<file path="src/rtl/msync_pkg.sv">
package msync_pkg;
  typedef struct packed {
    logic rise;
    logic fall;
  } mclk_tick_t;
endpackage

</file>
<file path="src/rtl/msync_clkdiv.sv">
module msync_clkdiv
  import msync_pkg::*;
#(
  parameter int DIV_SEL_W = 3
) (
  input  logic                 clk_i,
  input  logic                 rst_ni,
  input  logic [DIV_SEL_W-1:0] div_sel_i,
  output logic                 mclk_o,
  output mclk_tick_t           tick_o
);
  localparam int PRE_W = 1 << DIV_SEL_W;

  logic [PRE_W-1:0] pre_q;
  logic [PRE_W-1:0] half_m1;
  logic [PRE_W-1:0] full_m1;
  logic             mclk_q;

  assign half_m1 = (PRE_W'(1) << div_sel_i) - PRE_W'(1);
  assign full_m1 = (PRE_W'(2) << div_sel_i) - PRE_W'(1);

  // fall only when the clock is actually high, so the first edge after reset is a rise
  assign tick_o.rise = (pre_q == full_m1);
  assign tick_o.fall = (pre_q == half_m1) && mclk_q;

  always_ff @(posedge clk_i or negedge rst_ni) begin
    if (!rst_ni) begin
      pre_q  <= '0;
      mclk_q <= 1'b0;
    end else begin
      pre_q <= tick_o.rise ? '0 : pre_q + PRE_W'(1);
      if (tick_o.rise)      mclk_q <= 1'b1;
      else if (tick_o.fall) mclk_q <= 1'b0;
    end
  end

  assign mclk_o = mclk_q;

  p_rise_tick_r1: assert property (@(posedge clk_i) disable iff (!rst_ni)
    tick_o.rise |=> mclk_o);
  p_fall_tick_r1: assert property (@(posedge clk_i) disable iff (!rst_ni)
    tick_o.fall |=> !mclk_o);
endmodule

</file>
<file path="src/rtl/msync_capture.sv">
module msync_capture
  import msync_pkg::*;
(
  input  logic       clk_i,
  input  logic       rst_ni,
  input  logic       sync_i,
  input  mclk_tick_t tick_i,
  output logic       fire_o,
  output logic       msync_o
);
  logic [2:0] sync_q;
  logic       sync_edge;
  logic       pend_q;
  logic       armed_q;
  logic       msync_q;

  // [0],[1]: synchronizer, [2]: history for edge detect
  always_ff @(posedge clk_i or negedge rst_ni) begin
    if (!rst_ni) sync_q <= '0;
    else         sync_q <= {sync_q[1:0], sync_i};
  end

  assign sync_edge = sync_q[1] && !sync_q[2];

  always_ff @(posedge clk_i or negedge rst_ni) begin
    if (!rst_ni) begin
      pend_q  <= 1'b0;
      armed_q <= 1'b0;
      msync_q <= 1'b0;
    end else begin
      if (tick_i.rise)    pend_q <= 1'b0;
      else if (sync_edge) pend_q <= 1'b1;

      if (tick_i.rise)      armed_q <= pend_q || sync_edge;
      else if (tick_i.fall) armed_q <= 1'b0;

      if (tick_i.fall) msync_q <= armed_q;
    end
  end

  assign fire_o  = tick_i.fall && armed_q;
  assign msync_o = msync_q;

  p_capture_on_rise_r3: assert property (@(posedge clk_i) disable iff (!rst_ni)
    $rose(armed_q) |-> $past(tick_i.rise));
  p_launch_on_fall_r4: assert property (@(posedge clk_i) disable iff (!rst_ni)
    $rose(msync_q) |-> $past(tick_i.fall));
endmodule

</file>
<file path="src/rtl/msync_phase.sv">
module msync_phase #(
  parameter int CNT_W = 8
) (
  input  logic             clk_i,
  input  logic             rst_ni,
  input  logic             fall_i,
  input  logic             fire_i,
  input  logic [CNT_W-1:0] dec_cnt_i,
  output logic             word_stb_o
);
  logic [CNT_W-1:0] phase_q;
  logic [CNT_W-1:0] lim;
  logic             last;

  assign lim  = (dec_cnt_i == '0) ? '0 : dec_cnt_i - CNT_W'(1);
  assign last = (phase_q >= lim);

  always_ff @(posedge clk_i or negedge rst_ni) begin
    if (!rst_ni)                         phase_q <= '0;
    else if (fall_i && (last || fire_i)) phase_q <= '0;
    else if (fall_i)                     phase_q <= phase_q + CNT_W'(1);
  end

  // boundary sync: strobe kept, wrap identical to free run
  assign word_stb_o = fall_i && last;

  p_restart_r6: assert property (@(posedge clk_i) disable iff (!rst_ni)
    (fall_i && fire_i) |=> (phase_q == '0));
  p_stb_wrap_r5: assert property (@(posedge clk_i) disable iff (!rst_ni)
    word_stb_o |=> (phase_q == '0));
endmodule

</file>
<file path="src/rtl/msync_gen.sv">
module msync_gen
  import msync_pkg::*;
#(
  parameter int DIV_SEL_W = 3,
  parameter int CNT_W     = 8
) (
  input  logic                 clk_i,
  input  logic                 rst_ni,
  input  logic                 sync_i,
  input  logic                 msync_en_i,
  input  logic                 tsync_en_i,
  input  logic [DIV_SEL_W-1:0] div_sel_i,
  input  logic [CNT_W-1:0]     dec_cnt_i,
  output logic                 mclk_o,
  output logic                 msync_o,
  output logic                 phase_rst_o,
  output logic                 word_stb_o,
  output logic                 tbs_rst_o
);
  mclk_tick_t tick;
  logic       fire;
  logic       msync_raw;

  msync_clkdiv #(.DIV_SEL_W(DIV_SEL_W)) u_clkdiv (
    .clk_i     (clk_i),
    .rst_ni    (rst_ni),
    .div_sel_i (div_sel_i),
    .mclk_o    (mclk_o),
    .tick_o    (tick)
  );

  msync_capture u_capture (
    .clk_i   (clk_i),
    .rst_ni  (rst_ni),
    .sync_i  (sync_i),
    .tick_i  (tick),
    .fire_o  (fire),
    .msync_o (msync_raw)
  );

  msync_phase #(.CNT_W(CNT_W)) u_phase (
    .clk_i      (clk_i),
    .rst_ni     (rst_ni),
    .fall_i     (tick.fall),
    .fire_i     (fire),
    .dec_cnt_i  (dec_cnt_i),
    .word_stb_o (word_stb_o)
  );

  assign phase_rst_o = fire;
  assign msync_o     = msync_raw && msync_en_i;
  assign tbs_rst_o   = fire && tsync_en_i;

  p_stb_mclk_high_r5: assert property (@(posedge clk_i) disable iff (!rst_ni)
    word_stb_o |-> mclk_o);
  p_fire_mclk_high_r3: assert property (@(posedge clk_i) disable iff (!rst_ni)
    phase_rst_o |-> mclk_o);
  p_fire_launch_r4: assert property (@(posedge clk_i) disable iff (!rst_ni)
    phase_rst_o |=> msync_raw);
endmodule

</file>
<file path="config.mk">
export PLATFORM = sky130hd
export DESIGN_NAME = msync_gen
export DESIGN_NICKNAME = d
export VERILOG_FILES = /design/src/rtl/msync_pkg.sv /design/src/rtl/msync_clkdiv.sv /design/src/rtl/msync_capture.sv /design/src/rtl/msync_phase.sv /design/src/rtl/msync_gen.sv
export SDC_FILE = /design/constraint.sdc
export NUM_CORES = 1
export LEC_CHECK = 0
export ABC_AREA = 0
export BUFFER_PORTS_ARGS = -buffer_cell sky130_fd_sc_hd__buf_2
export CAP_MARGIN = 20
export CORE_MARGIN = 4
export CORE_UTILIZATION = 30
export CTS_CLUSTER_DIAMETER = 200
export CTS_CLUSTER_SIZE = 24
export DETAILED_ROUTE_END_ITERATION = 8
export HOLD_SLACK_MARGIN = 0.1
export PLACE_DENSITY_LB_ADDON = 0.08
export SLEW_MARGIN = 20
export SYNTH_ARGS = -nofsm -noshare
export SYNTH_HDL_FRONTEND = slang
export SYNTH_HIERARCHICAL = 1
export SYNTH_SLANG_ARGS = --single-unit
</file>
<file path="constraint.sdc">
create_clock -name clk_i -period 4.8 [get_ports clk_i]
set_clock_uncertainty 0.15 [all_clocks]
set_input_delay 0 -clock clk_i [delete_from_list [all_inputs] [get_ports clk_i]]
set_output_delay 0 -clock clk_i [all_outputs]
set_load 0.03 [all_outputs]
</file>
==> results.cfg <==
[run_status]
status = completed

[placed_design]
io_buffers = 20
hpwl_um = 2970
place.gp.congestion = 0.736
post_dp_cell_area_um2 = 2020

[yosys]
synth_edf_count = 0
netlist_instances = 207
synth_area_um2 = 1910
ys.flop_type = dfrtp_1
synth_cell_types = 63
ys_seq_area_share_pct = 30.1
yosysWarnings = 6
synth_async_sr_flop_share_pct = 100
syn_nets = 235
synth.avg_cell_area_um2 = 9.24
synth-seq-cells = 23

[power]
p_per_area_nw_per_um2 = 337
leakage_nw = 0.930
vdd_drop_max_v = 0.000172

[floorplan]
die_h_um = 87.9
die_w_um = 87.9
core_um2 = 6060
row_count = 28
start_util_pct = 31.6
die_area_um2 = 7720
ios = 21

[timing]
hold_viol_final = 0
hold_slack_ns = 0.0898
clock.fmax_mhz = 307
worst_slew_pin_slew_ns = 0.878
fin_crit_sh_pct = 67.8
setup_violations = 0
rsz0062_at_grt = false
period_minus_slack_ns = 3.26
finalSetupTns_ns = 0
slew_violations = 0
maxSlewHeadroom_pct = 41.1

[detailed_routing]
detailroute.via_count = 1470
drtPass1Iterations = 4
viasPerCell = 4.97
ant_nets = 0
drt_wl_total_um = 3860
drt-initial-drc-count = 36
avgRoutedWirePerCell_um = 13.0
drcViolationCount = 0

[clock_tree]
cts-resized-gates = 0
cts-htree-levels = 1
clock_latency_ns = 0.26
cts.sinks = 23
clk_pin_slew_ns = 0.09
clockBufferDepth = 2
cts-buffers-inserted = 3
ctsRootBufferMaster = clkbuf_8
tritoncts = built

[critical_path]
critPathKind = reg -> reg
arrival_ns = 3.25
cp.required_ns = 4.80
critical_path_peak_fanout = 14
endpoint_kind = flop
start_kind = flop

[final_layout]
syn2layout_area_growth_pct = 9.35
seq_area_um2 = 576
nNetsFinal = 250
layout_common_cells = 23 x dfrtp_1, 20 x buf_2, 14 x nand2_1
layout_commonest_cell = dfrtp_1
fillerInstances = 650
fin_area_um2 = 2090
drive_gt1_share_pct = 17.2
n_antenna_cell = 0
multiInputGateArea_um2 = 1220

[global_route]
grt_pass1_wl_um = 6550
grt_overflow = 0
grt_use_total_pct = 10.4
grt_max_degree = 24
grt_pass1_vias = 1402
antenna_found_initial = 0

[job]
drv_cap = 0

[min_path]
hp-class = in -> async
registers in the layout, summed over array words and instances (netlist names):
signal / flops
u_capture/sync_q: 3
u_capture/armed_q: 1
u_clkdiv/pre_q: 8
u_capture/pend_q: 1
u_phase/phase_q: 8
u_clkdiv/mclk_o: 1
u_capture/msync_o: 1
worst paths after layout:
kind / from / end / slack (ns) / cells past startpoint
setup / recovery: u_clkdiv/pre_q[4] / u_phase/phase_q[3] / 1.54 / 12
hold / removal: rst_ni / u_phase/phase_q[0] / 0.09 / 2
setup reg to reg: u_clkdiv/pre_q[4] / u_phase/phase_q[3] / 1.54 / 12
hold reg to reg: u_capture/sync_q[0] / u_capture/sync_q[1] / 0.21 / 0
max in group asynchronous: rst_ni / u_clkdiv/pre_q[6] / 4.06 / 2
min in group clk_i: msync_en_i / msync_o / 0.21 / 3
stage by stage:
step	power, mW	setup WS (ns)	instances	utilization (%)
detailed placement	0.594	1.36	290	33.4
global route	0.773	1.25	296	34.5
finish	0.706	1.54	296	34.5
CTS	0.721	1.50	296	34.5
global placement	0.596	1.40	290	33.4
floorplan	0.532	1.64	207	-
kinds of logic (layout without fill, tap and decap cells):
logic type                 after synthesis  in the layout  synth area share [%]
AOI/OAI and AO/OA                       40             40                  16.8
xor gates and xnor gates                19             19                  8.70
adders and majority gates               12             12                  7.85
buffers and inverters                   21             35                  6.34
DFF                                     23             23                  30.1
muxes                                    2              2                  1.31
and+or+nand+nor                         90             90                  28.9
worst max-delay path: stages, from the launching register on:
cell       delay, ns
dfrtp_1         0.55
or3b_1          0.38
a211oi_1        0.23
nor3_1          0.09
a2111oi_2       0.39
and2_1          0.17
buf_4           0.19
and2_2          0.18
a41o_1          0.11
a211oi_2        0.05
o31ai_2         0.23
nor4_1          0.11
a211o_1         0.30
power by group:
| part | switching (mW) | internal, mW |
|---|---|---|
| Combinational | 0.131 | 0.129 |
| Clock | 0.0620 | 0.0586 |
| Sequential | 0.0839 | 0.241 |
| Total | 0.277 | 0.429 |
layout make-up:
class,count,area share [%]
Sequential cell,23,27.5
Inverter,8,1.44
Timing Repair Buffer,23,6.10
Multi-Input combinational cell,163,58.1
Clock inverter,1,0.359
Tap cell,75,4.49
Clock buffer,3,1.97
cell usage after synthesis (all sizes together), types with 2 or more instances:
master | n | area share, %
nor4 | 4 | 2.1
nor3 | 7 | 1.8
o2bb2ai | 2 | 0.92
dfrtp | 23 | 30
o31ai | 2 | 1.0
a21o | 3 | 1.2
o21ai | 8 | 2.1
ha | 12 | 7.8
buf | 9 | 3.5
and3 | 4 | 1.3
a2111oi | 2 | 2.2
nor3b | 2 | 0.78
nor4b | 3 | 2.2
o211a | 2 | 1.0
clkbuf | 4 | 1.3
or3 | 4 | 1.4
nor2 | 13 | 2.6
a21oi | 7 | 1.8
a31oi | 2 | 0.65
nand2b | 4 | 2.1
nor2b | 6 | 2.0
xnor2 | 7 | 3.2
nand3 | 10 | 2.6
and2 | 5 | 1.7
a211oi | 2 | 1.0
nand3b | 3 | 1.2
xor2 | 12 | 5.5
inv | 8 | 1.6
nand2 | 14 | 2.7
nand4 | 3 | 0.98
layer usage:
| metal | GRT usage, % | vias to the layer above | part of all wire [%] |
|---|---|---|---|
| li1 | - | 779 | - |
| met1 | 14.4 | 678 | 50 |
| met2 | 17.6 | 13 | 48 |
| met3 | 2.26 | 0 | 2.3 |
| met4 | 0.418 | 0 | 0 |
| met5 | 0 | - | 0 |
what timing repair did:
item                                    in CTS  in global routing
setup buffers                                0                  0
hold buffers                                 2                  0
endpoints found under the setup margin       0                  0
endpoints found under the hold margin       24                  0
Note: power is estimated with default switching activity, not from simulation.
